`config.mk`:
```
export PLATFORM = sky130hd
export DESIGN_NAME = spi_cmd_rx
export DESIGN_NICKNAME = d
export VERILOG_FILES = /design/src/rtl/spi_cmd_pkg.sv /design/src/rtl/spi_cmd_sync.sv /design/src/rtl/spi_byte_shift.sv /design/src/rtl/spi_pkt_buf.sv /design/src/rtl/spi_frame_ctl.sv /design/src/rtl/spi_cmd_rx.sv
export SDC_FILE = /design/constraint.sdc
export NUM_CORES = 2
export LEC_CHECK = 0
export ABC_AREA = 1
export BUFFER_PORTS_ARGS = -buffer_cell sky130_fd_sc_hd__buf_2
export CORE_AREA = 2 2 589 591
export CTS_CLUSTER_DIAMETER = 60
export DETAILED_ROUTE_END_ITERATION = 6
export DIE_AREA = 0 0 591 593
export PLACE_DENSITY_LB_ADDON = 0.08
export SYNTH_ARGS = -nofsm -noshare
export SYNTH_HDL_FRONTEND = slang
export SYNTH_SLANG_ARGS = --single-unit
```
`constraint.sdc`:
```
create_clock -name clk -period 19.5 [get_ports clk]
set_clock_uncertainty 0.15 [all_clocks]
set_input_delay 0 -clock clk [delete_from_list [all_inputs] [get_ports clk]]
set_output_delay 0 -clock clk [all_outputs]
set_load 0.03 [all_outputs]
```
`src/rtl/spi_cmd_pkg.sv`:
```
package spi_cmd_pkg;
  typedef enum logic [1:0] {
    S_READY = 2'd0,
    S_RECV  = 2'd1,
    S_PROC  = 2'd2,
    S_BAD   = 2'd3
  } rx_state_t;
endpackage

```
`src/rtl/spi_cmd_sync.sv`:
```
module spi_cmd_sync #(
  parameter int STAGES = 2
) (
  input  logic clk,
  input  logic rst,
  input  logic sclk_in,
  input  logic cs_n_in,
  input  logic mosi_in,
  output logic cs_n_s,
  output logic cs_fall,
  output logic cs_rise,
  output logic sclk_rise,
  output logic sclk_fall,
  output logic mosi_s
);
  logic [STAGES:0] sclk_p, cs_p, mosi_p;

  always_ff @(posedge clk) begin
    if (rst) begin
      sclk_p <= '0;
      cs_p   <= '1;
      mosi_p <= '0;
    end else begin
      sclk_p <= {sclk_p[STAGES-1:0], sclk_in};
      cs_p   <= {cs_p[STAGES-1:0], cs_n_in};
      mosi_p <= {mosi_p[STAGES-1:0], mosi_in};
    end
  end

  assign cs_n_s    = cs_p[STAGES-1];
  assign cs_fall   = ~cs_p[STAGES-1] & cs_p[STAGES];
  assign cs_rise   = cs_p[STAGES-1] & ~cs_p[STAGES];
  assign sclk_rise = sclk_p[STAGES-1] & ~sclk_p[STAGES];
  assign sclk_fall = ~sclk_p[STAGES-1] & sclk_p[STAGES];
  assign mosi_s    = mosi_p[STAGES-1];
endmodule

```
`src/rtl/spi_byte_shift.sv`:
```
module spi_byte_shift (
  input  logic       clk,
  input  logic       rst,
  input  logic       cs_n_s,
  input  logic       sclk_rise,
  input  logic       sclk_fall,
  input  logic       mosi_s,
  input  logic       tx_load,
  input  logic [7:0] tx_byte,
  output logic       byte_vld,
  output logic [7:0] byte_data,
  output logic       miso
);
  logic [2:0] bit_cnt;
  logic [6:0] rx_sr;
  logic [7:0] tx_sr;

  always_ff @(posedge clk) begin
    if (rst) begin
      bit_cnt   <= '0;
      rx_sr     <= '0;
      tx_sr     <= '0;
      byte_vld  <= 1'b0;
      byte_data <= '0;
      miso      <= 1'b0;
    end else begin
      byte_vld <= 1'b0;
      if (cs_n_s) begin
        bit_cnt <= '0;
      end else if (sclk_rise) begin
        rx_sr   <= {rx_sr[5:0], mosi_s};
        bit_cnt <= bit_cnt + 3'd1;
        if (bit_cnt == 3'd7) begin
          byte_vld  <= 1'b1;
          byte_data <= {rx_sr, mosi_s};
        end
      end
      if (tx_load) begin
        miso  <= tx_byte[7];
        tx_sr <= {tx_byte[6:0], 1'b0};
      end else if (sclk_fall && !cs_n_s) begin
        if (bit_cnt == 3'd0) begin
          miso  <= tx_byte[7];
          tx_sr <= {tx_byte[6:0], 1'b0};
        end else begin
          miso  <= tx_sr[7];
          tx_sr <= {tx_sr[6:0], 1'b0};
        end
      end
    end
  end
endmodule

```
`src/rtl/spi_pkt_buf.sv`:
```
module spi_pkt_buf #(
  parameter int DEPTH = 256,
  localparam int AW = $clog2(DEPTH)
) (
  input  logic          clk,
  input  logic          we,
  input  logic [AW-1:0] waddr,
  input  logic [7:0]    wdata,
  input  logic [AW-1:0] raddr,
  output logic [7:0]    rdata
);
  logic [7:0] mem [DEPTH];

  always_ff @(posedge clk) begin
    if (we) mem[waddr] <= wdata;
    rdata <= mem[raddr];
  end
endmodule

```
`src/rtl/spi_frame_ctl.sv`:
```
module spi_frame_ctl
  import spi_cmd_pkg::*;
#(
  parameter int         DEPTH     = 256,
  parameter int         HDR_LEN   = 8,
  parameter logic [7:0] PKT_VER   = 8'h03,
  parameter logic [7:0] LEG_BASE  = 8'hF0,
  parameter logic [7:0] ST_READY  = 8'hF8,
  parameter logic [7:0] ST_RECV   = 8'hF9,
  parameter logic [7:0] ST_PROC   = 8'hFA,
  parameter logic [7:0] ST_NOTRDY = 8'hFB,
  parameter logic [7:0] ST_BAD    = 8'hFC,
  localparam int LW = $clog2(DEPTH + 1),
  localparam int AW = $clog2(DEPTH),
  localparam int TW = 17
) (
  input  logic          clk,
  input  logic          rst,
  input  logic          enable,
  input  logic          cs_n_s,
  input  logic          cs_fall,
  input  logic          cs_rise,
  input  logic          byte_vld,
  input  logic [7:0]    byte_data,
  input  logic          proc_done,
  output rx_state_t     state,
  output logic [7:0]    status,
  output logic          tx_load,
  output logic          wr_en,
  output logic [AW-1:0] wr_addr,
  output logic          pkt_ready,
  output logic [LW-1:0] pkt_len
);
  logic [LW-1:0] cnt, cnt_n, need, need_n;
  logic          need_vld, set_need, go_bad, fin, refuse, done_q;
  logic [7:0]    first_q, lenlo_q;
  logic [TW-1:0] tot;

  always_comb begin
    cnt_n    = cnt + 1'b1;
    set_need = 1'b0;
    go_bad   = 1'b0;
    tot      = '0;
    if (!need_vld) begin
      if (cnt_n == LW'(3)) begin
        if (first_q == PKT_VER) begin
          set_need = 1'b0;
        end else if (first_q >= LEG_BASE) begin
          tot      = TW'(3) + TW'(byte_data);
          set_need = 1'b1;
        end else begin
          go_bad = 1'b1;
        end
      end else if (cnt_n == LW'(HDR_LEN) && first_q == PKT_VER) begin
        tot      = TW'(HDR_LEN) + TW'({byte_data, lenlo_q});
        set_need = 1'b1;
      end
      if (set_need && (tot == '0 || tot > TW'(DEPTH))) begin
        set_need = 1'b0;
        go_bad   = 1'b1;
      end
    end
    need_n = set_need ? LW'(tot) : need;
    fin    = !go_bad && (set_need || need_vld) && (need_n == cnt_n);
  end

  assign wr_en   = (state == S_RECV) && byte_vld && !cs_rise && (cnt < LW'(DEPTH));
  assign wr_addr = AW'(cnt);

  always_comb begin
    case (state)
      S_READY: status = ST_READY;
      S_RECV:  status = ST_RECV;
      S_PROC:  status = refuse ? ST_NOTRDY : ST_PROC;
      default: status = ST_BAD;
    endcase
  end

  always_ff @(posedge clk) begin
    if (rst) begin
      state     <= S_READY;
      cnt       <= '0;
      need      <= '0;
      need_vld  <= 1'b0;
      first_q   <= '0;
      lenlo_q   <= '0;
      refuse    <= 1'b0;
      done_q    <= 1'b0;
      tx_load   <= 1'b0;
      pkt_ready <= 1'b0;
      pkt_len   <= '0;
    end else begin
      tx_load   <= cs_fall;
      pkt_ready <= 1'b0;
      case (state)
        S_READY: begin
          if (enable && cs_fall) begin
            state    <= S_RECV;
            cnt      <= '0;
            need_vld <= 1'b0;
          end
        end
        S_RECV: begin
          if (cs_rise) begin
            state <= S_READY;
          end else if (byte_vld) begin
            cnt <= cnt_n;
            if (cnt == '0) first_q <= byte_data;
            if (cnt == LW'(HDR_LEN - 2)) lenlo_q <= byte_data;
            if (set_need) begin
              need     <= need_n;
              need_vld <= 1'b1;
            end
            if (go_bad) begin
              state <= S_BAD;
            end else if (fin) begin
              state     <= S_PROC;
              pkt_ready <= 1'b1;
              pkt_len   <= cnt_n;
              done_q    <= 1'b0;
              refuse    <= 1'b0;
            end
          end
        end
        S_PROC: begin
          if (cs_fall) refuse <= 1'b1;
          if (cs_rise) refuse <= 1'b0;
          if (proc_done) done_q <= 1'b1;
          if ((done_q || proc_done) && cs_n_s) begin
            state  <= S_READY;
            done_q <= 1'b0;
            refuse <= 1'b0;
          end
        end
        default: begin
          if (cs_rise) state <= S_READY;
        end
      endcase
    end
  end
endmodule

```
`src/rtl/spi_cmd_rx.sv`:
```
module spi_cmd_rx
  import spi_cmd_pkg::*;
#(
  parameter int         DEPTH     = 256,
  parameter int         HDR_LEN   = 8,
  parameter int         SYNC_STG  = 2,
  parameter logic [7:0] PKT_VER   = 8'h03,
  parameter logic [7:0] LEG_BASE  = 8'hF0,
  parameter logic [7:0] ST_READY  = 8'hF8,
  parameter logic [7:0] ST_RECV   = 8'hF9,
  parameter logic [7:0] ST_PROC   = 8'hFA,
  parameter logic [7:0] ST_NOTRDY = 8'hFB,
  parameter logic [7:0] ST_BAD    = 8'hFC,
  localparam int LW = $clog2(DEPTH + 1),
  localparam int AW = $clog2(DEPTH)
) (
  input  logic          clk,
  input  logic          rst,
  input  logic          enable,
  input  logic          spi_sclk,
  input  logic          spi_cs_n,
  input  logic          spi_mosi,
  output logic          spi_miso,
  output logic          pkt_ready,
  output logic [LW-1:0] pkt_len,
  input  logic          proc_done,
  input  logic [AW-1:0] buf_raddr,
  output logic [7:0]    buf_rdata
);
  logic          cs_n_s, cs_fall, cs_rise, sclk_rise, sclk_fall, mosi_s;
  logic          byte_vld, tx_load, wr_en;
  logic [7:0]    byte_data, status;
  logic [AW-1:0] wr_addr;
  rx_state_t     st_w;

  spi_cmd_sync #(.STAGES(SYNC_STG)) u_sync (
    .clk(clk), .rst(rst), .sclk_in(spi_sclk), .cs_n_in(spi_cs_n), .mosi_in(spi_mosi),
    .cs_n_s(cs_n_s), .cs_fall(cs_fall), .cs_rise(cs_rise),
    .sclk_rise(sclk_rise), .sclk_fall(sclk_fall), .mosi_s(mosi_s)
  );

  spi_byte_shift u_shift (
    .clk(clk), .rst(rst), .cs_n_s(cs_n_s), .sclk_rise(sclk_rise), .sclk_fall(sclk_fall),
    .mosi_s(mosi_s), .tx_load(tx_load), .tx_byte(status),
    .byte_vld(byte_vld), .byte_data(byte_data), .miso(spi_miso)
  );

  spi_frame_ctl #(
    .DEPTH(DEPTH), .HDR_LEN(HDR_LEN), .PKT_VER(PKT_VER), .LEG_BASE(LEG_BASE),
    .ST_READY(ST_READY), .ST_RECV(ST_RECV), .ST_PROC(ST_PROC),
    .ST_NOTRDY(ST_NOTRDY), .ST_BAD(ST_BAD)
  ) u_ctl (
    .clk(clk), .rst(rst), .enable(enable), .cs_n_s(cs_n_s), .cs_fall(cs_fall),
    .cs_rise(cs_rise), .byte_vld(byte_vld), .byte_data(byte_data), .proc_done(proc_done),
    .state(st_w), .status(status), .tx_load(tx_load), .wr_en(wr_en), .wr_addr(wr_addr),
    .pkt_ready(pkt_ready), .pkt_len(pkt_len)
  );

  spi_pkt_buf #(.DEPTH(DEPTH)) u_buf (
    .clk(clk), .we(wr_en), .waddr(wr_addr), .wdata(byte_data),
    .raddr(buf_raddr), .rdata(buf_rdata)
  );
endmodule

```
==> metrics.md <==
| Metric | Value |
|---|---|
| Status | `completed` |
| Worst path bufs/invs | `8` |
| First-pass GRT wire length | `440 mm` |
| HP Start | `rst` |
| Area leader, netlist | `edfxtp_1` |
| VDD IR max | `about 63 uV` |
| Slowest CP cell | `buf_4` |
| Dpl hpwl | `176 mm` |
| Synth top cells by count | `edfxtp_1 (2048), nor2_1 (1731), o21ai_0 (1384)` |
| CP cell instances | `buf_8, inv_8, buf_4, buf_4, buf_4, buf_4, o21ai_0, o22ai_1, o21ai_0, o22ai_1, nor2_1, o22ai_1, o21ai_0, dlygate4sd3_1, o22ai_1, dlygate4sd3_1` |
| Core Util, Final | `28.8%` |
| Final Max Slew Viols | `0` |
| Hold crit path type | `in2reg` |
| Power per Cell Area | `102 mW/mm2` |
| Slew of the pin with the lowest slew margin | `1.28 ns` |
| Net count after synthesis | `6998` |
| F_max | `0.169 GHz` |
| Die width | `591 um` |
| Number of global-route vias before repair | `55638` |
| Static Leakage | `between 20 and 30 nW` |
| Fin crit period | `around 5.9 ns` |
| Drt total wl | `312 mm` |
| Sequential area share after synthesis | `73.9%` |
| CP max FO | `about 110` |
| Slew HR | `14.4%` |
| Clock transition at the registers of the reported paths | `0.06 ns` |
| Sinks on the clock net | `2141` |
| Number of flops mapped to enable cells by yosys | `~2000` |
| Kind of critical path | `in2reg` |
| Cell family with the largest share of critical-path delay | `buffers and inverters` |
| Die Footprint | `~0.35 mm2` |
| Worst Path Arrival | `6.59 ns` |
| Area Overhead vs Synth | `15.7%` |
| Core area | `0.345 mm2` |
| Hold Slack | `around 0.07 ns` |
| Largest net degree at the start of global routing | `186` |
| Mapped Cells | `6966` |
| Final period util | `30.3%` |
| # rows | `216` |
| # H-tree levels | `5` |
| Synth Cell Area | `0.0857 mm2` |
| RSZ-0062 raised after global routing | `no` |
| PortBufs | `33` |
| CP peak stage delay | `0.83 ns` |
| YS warnings | `0` |
| Wire per inst | `26.7 um` |
| Initial antenna violation count | `21` |
| Die Y | `between 500 and 600 um` |
| CTS Buffer Depth | `4` |
| Final ANT Viol Nets | `0` |
| Initial cell density of the core | `24.9%` |
| Aggregate global routing overflow | `0` |
| Via/cell ratio | `a little under 5` |
| TritonCTS clock tree | `yes` |
| Top post-synthesis cells by area | `edfxtp_1 (72%), o21ai_0 (8.1%), nor2_1 (7.6%)` |
| 1st-pass router iterations | `7` |
| Post-synth cell types | `46` |
| Synth Register Bits | `2141` |
| Vias | `56361` |
| Post-synthesis async set-or-reset flop share | `0%` |
| Syn avg cell area | `about 12 um2` |
| Setup Fix Bufs, Post-CTS | `0` |
| Setup_tns | `0 ns` |
| MaxCap Viol Count | `0` |
| CP Capture Type | `flop` |
| Worst-skew pair later-pin latency | `0.88 ns` |
| Iteration-0 DRC Markers | `about 4500` |
| Reg2reg end | `u_ctl.pkt_len[5]` |
| R2r setup slk | `14.15 ns` |
| I/O pin cnt | `34` |
| Nets | `just under 7000` |
| Worst Hold Depth | `3` |
| Clk root buf | `clkbuf_16` |
| CP startpoint kind | `input port` |
| Hold path endpoint | `u_sync.sclk_p[1]` |
| R2R depth | `23` |
| Synth top area share | `between 70% and 80%` |
| Power after layout | `0.0102 W` |
| Post-CTS resize count | `0` |
| GRT Total Usage | `17.4%` |
| Post-CTS Hold Buffers | `21` |
| Routability congestion estimate from global placement | `0.769` |
| Layout cells sized above 1 | `8.01%` |
| Count of final hold-check violations | `0` |
| Count leader, synth | `edfxtp_1` |
| Main synth FF type | `edfxtp_1` |
| Num CTS Buffers | `265` |
| Residual DRC count | `0` |
| WP data required | `between 20 and 25 ns` |
| Reg-to-reg startpoint | `u_ctl.cnt[0]` |
| Final setup violation count | `0` |
-- worst max path at each step --
stage	from	endpoint	slack, ns	depth (start not counted)
floorplan	u_shift.byte_data[0]	u_ctl.pkt_len[0]	12.50	23
global placement	buf_raddr[1]	u_buf.rdata[5]	13.32	14
detailed placement	buf_raddr[1]	u_buf.rdata[5]	13.25	14
CTS	buf_raddr[1]	u_buf.rdata[7]	13.62	16
global route	buf_raddr[1]	u_buf.rdata[7]	13.28	16
finish	buf_raddr[1]	u_buf.rdata[7]	13.59	16
-- registers in the layout, summed over array words and instances (netlist names), 3 cells and up --
register,count
u_buf.mem,2048
u_ctl.cnt,9
u_ctl.need,9
u_ctl.pkt_len,9
u_buf.rdata,8
u_ctl.first_q,8
u_ctl.lenlo_q,8
u_shift.byte_data,8
u_shift.rx_sr,7
u_shift.tx_sr,7
u_shift.bit_cnt,3
u_sync.cs_p,3
u_sync.sclk_p,3
-- per-layer routing --
metal / share of wire [%] / track usage (%) / vias up
met3: 4.7 / 2.25 / 403
met1: 46 / 24.4 / 28936
met5: 0.0035 / 0 / -
met2: 47 / 28.3 / 1373
met4: 2.5 / 4.66 / 2
li1: - / - / 25647
-- stage by stage --
| stage | setup WS [ns] | cells | area [um2] |
|---|---|---|---|
| after floorplan | 12.50 | 6966 | 85700 |
| after global placement | 13.32 | 11198 | 90900 |
| after detailed placement | 13.25 | 11198 | 90900 |
| after CTS | 13.62 | 11681 | 99200 |
| after global routing | 13.28 | 11687 | 99200 |
| final | 13.59 | 11692 | 99200 |
-- report_power, final --
group | internal (W) | switching, W | total (W)
combinational | 0.000123 | 0.000380 | 0.000503
clock | 0.00268 | 0.00200 | 0.00468
sequential | 0.00497 | 0.00000616 | 0.00497
total | 0.00777 | 0.00239 | 0.0102
-- cell type report --
class | instances | area [um2]
multi-input combinational | 4214 | 20100
clock inverter | 135 | 1060
antenna | 10 | 25.0
timing repair buffer | 178 | 1470
tap | 4578 | 5730
inverter | 109 | 434
fill | 35282 | 245000
sequential | 2141 | 63400
clock buffer | 327 | 6970
-- cell families (layout without fill, tap and decap cells) --
kind of cell / after synthesis / count (layout) / share of synthesized area, %
simple gates: 2036 / 2036 / 9.27
xor+xnor: 12 / 12 / 0.123
flops: 2141 / 2141 / 73.9
compound gates: 2148 / 2148 / 13.7
other cells: 0 / 10 / 0
fa+ha+maj: 17 / 17 / 0.248
mux: 1 / 1 / 0.0117
buf+inv: 611 / 749 / 2.71
-- layout by cell type (no fill, tap or decap), types with 3 or more instances in the layout --
master and count:
edfxtp_1 2048, nor2_1 1729, o21ai_0 1384, o22ai_1 646, clkbuf_16 270, nand2_1 164, buf_4 116, inv_1 95
dfxtp_1 85, clkinv_1 62, clkbuf_1 57, a21oi_1 56, nand3_1 53, o32ai_1 34, clkinv_2 34, nand4_1 29
buf_2 28, dlygate4sd3_1 21, ha_1 17, nand2_2 15, inv_6 15, nor3_1 11, xor2_1 11, diode_2 10
nand3_2 10, bufinv_16 10, clkinv_8 8, buf_12 8, dfxtp_4 8, inv_2 7, nor2_2 7, nand3b_1 6
a31oi_1 5, clkinvlp_4 5, o21ai_1 4, a221oi_1 4, inv_8 3, nor2_4 3, a211oi_1 3, buf_8 3
-- worst reg2reg max path, delay by kind of cell, from the launching register on --
kind | cells | cell delay [ns]
compound gates | 2 | 0.34
fa+ha+maj | 1 | 0.43
flops | 1 | 0.51
simple gates | 18 | 3.50
buf+inv | 2 | 0.35
No activity file was read; power rests on OpenSTA's default activity.
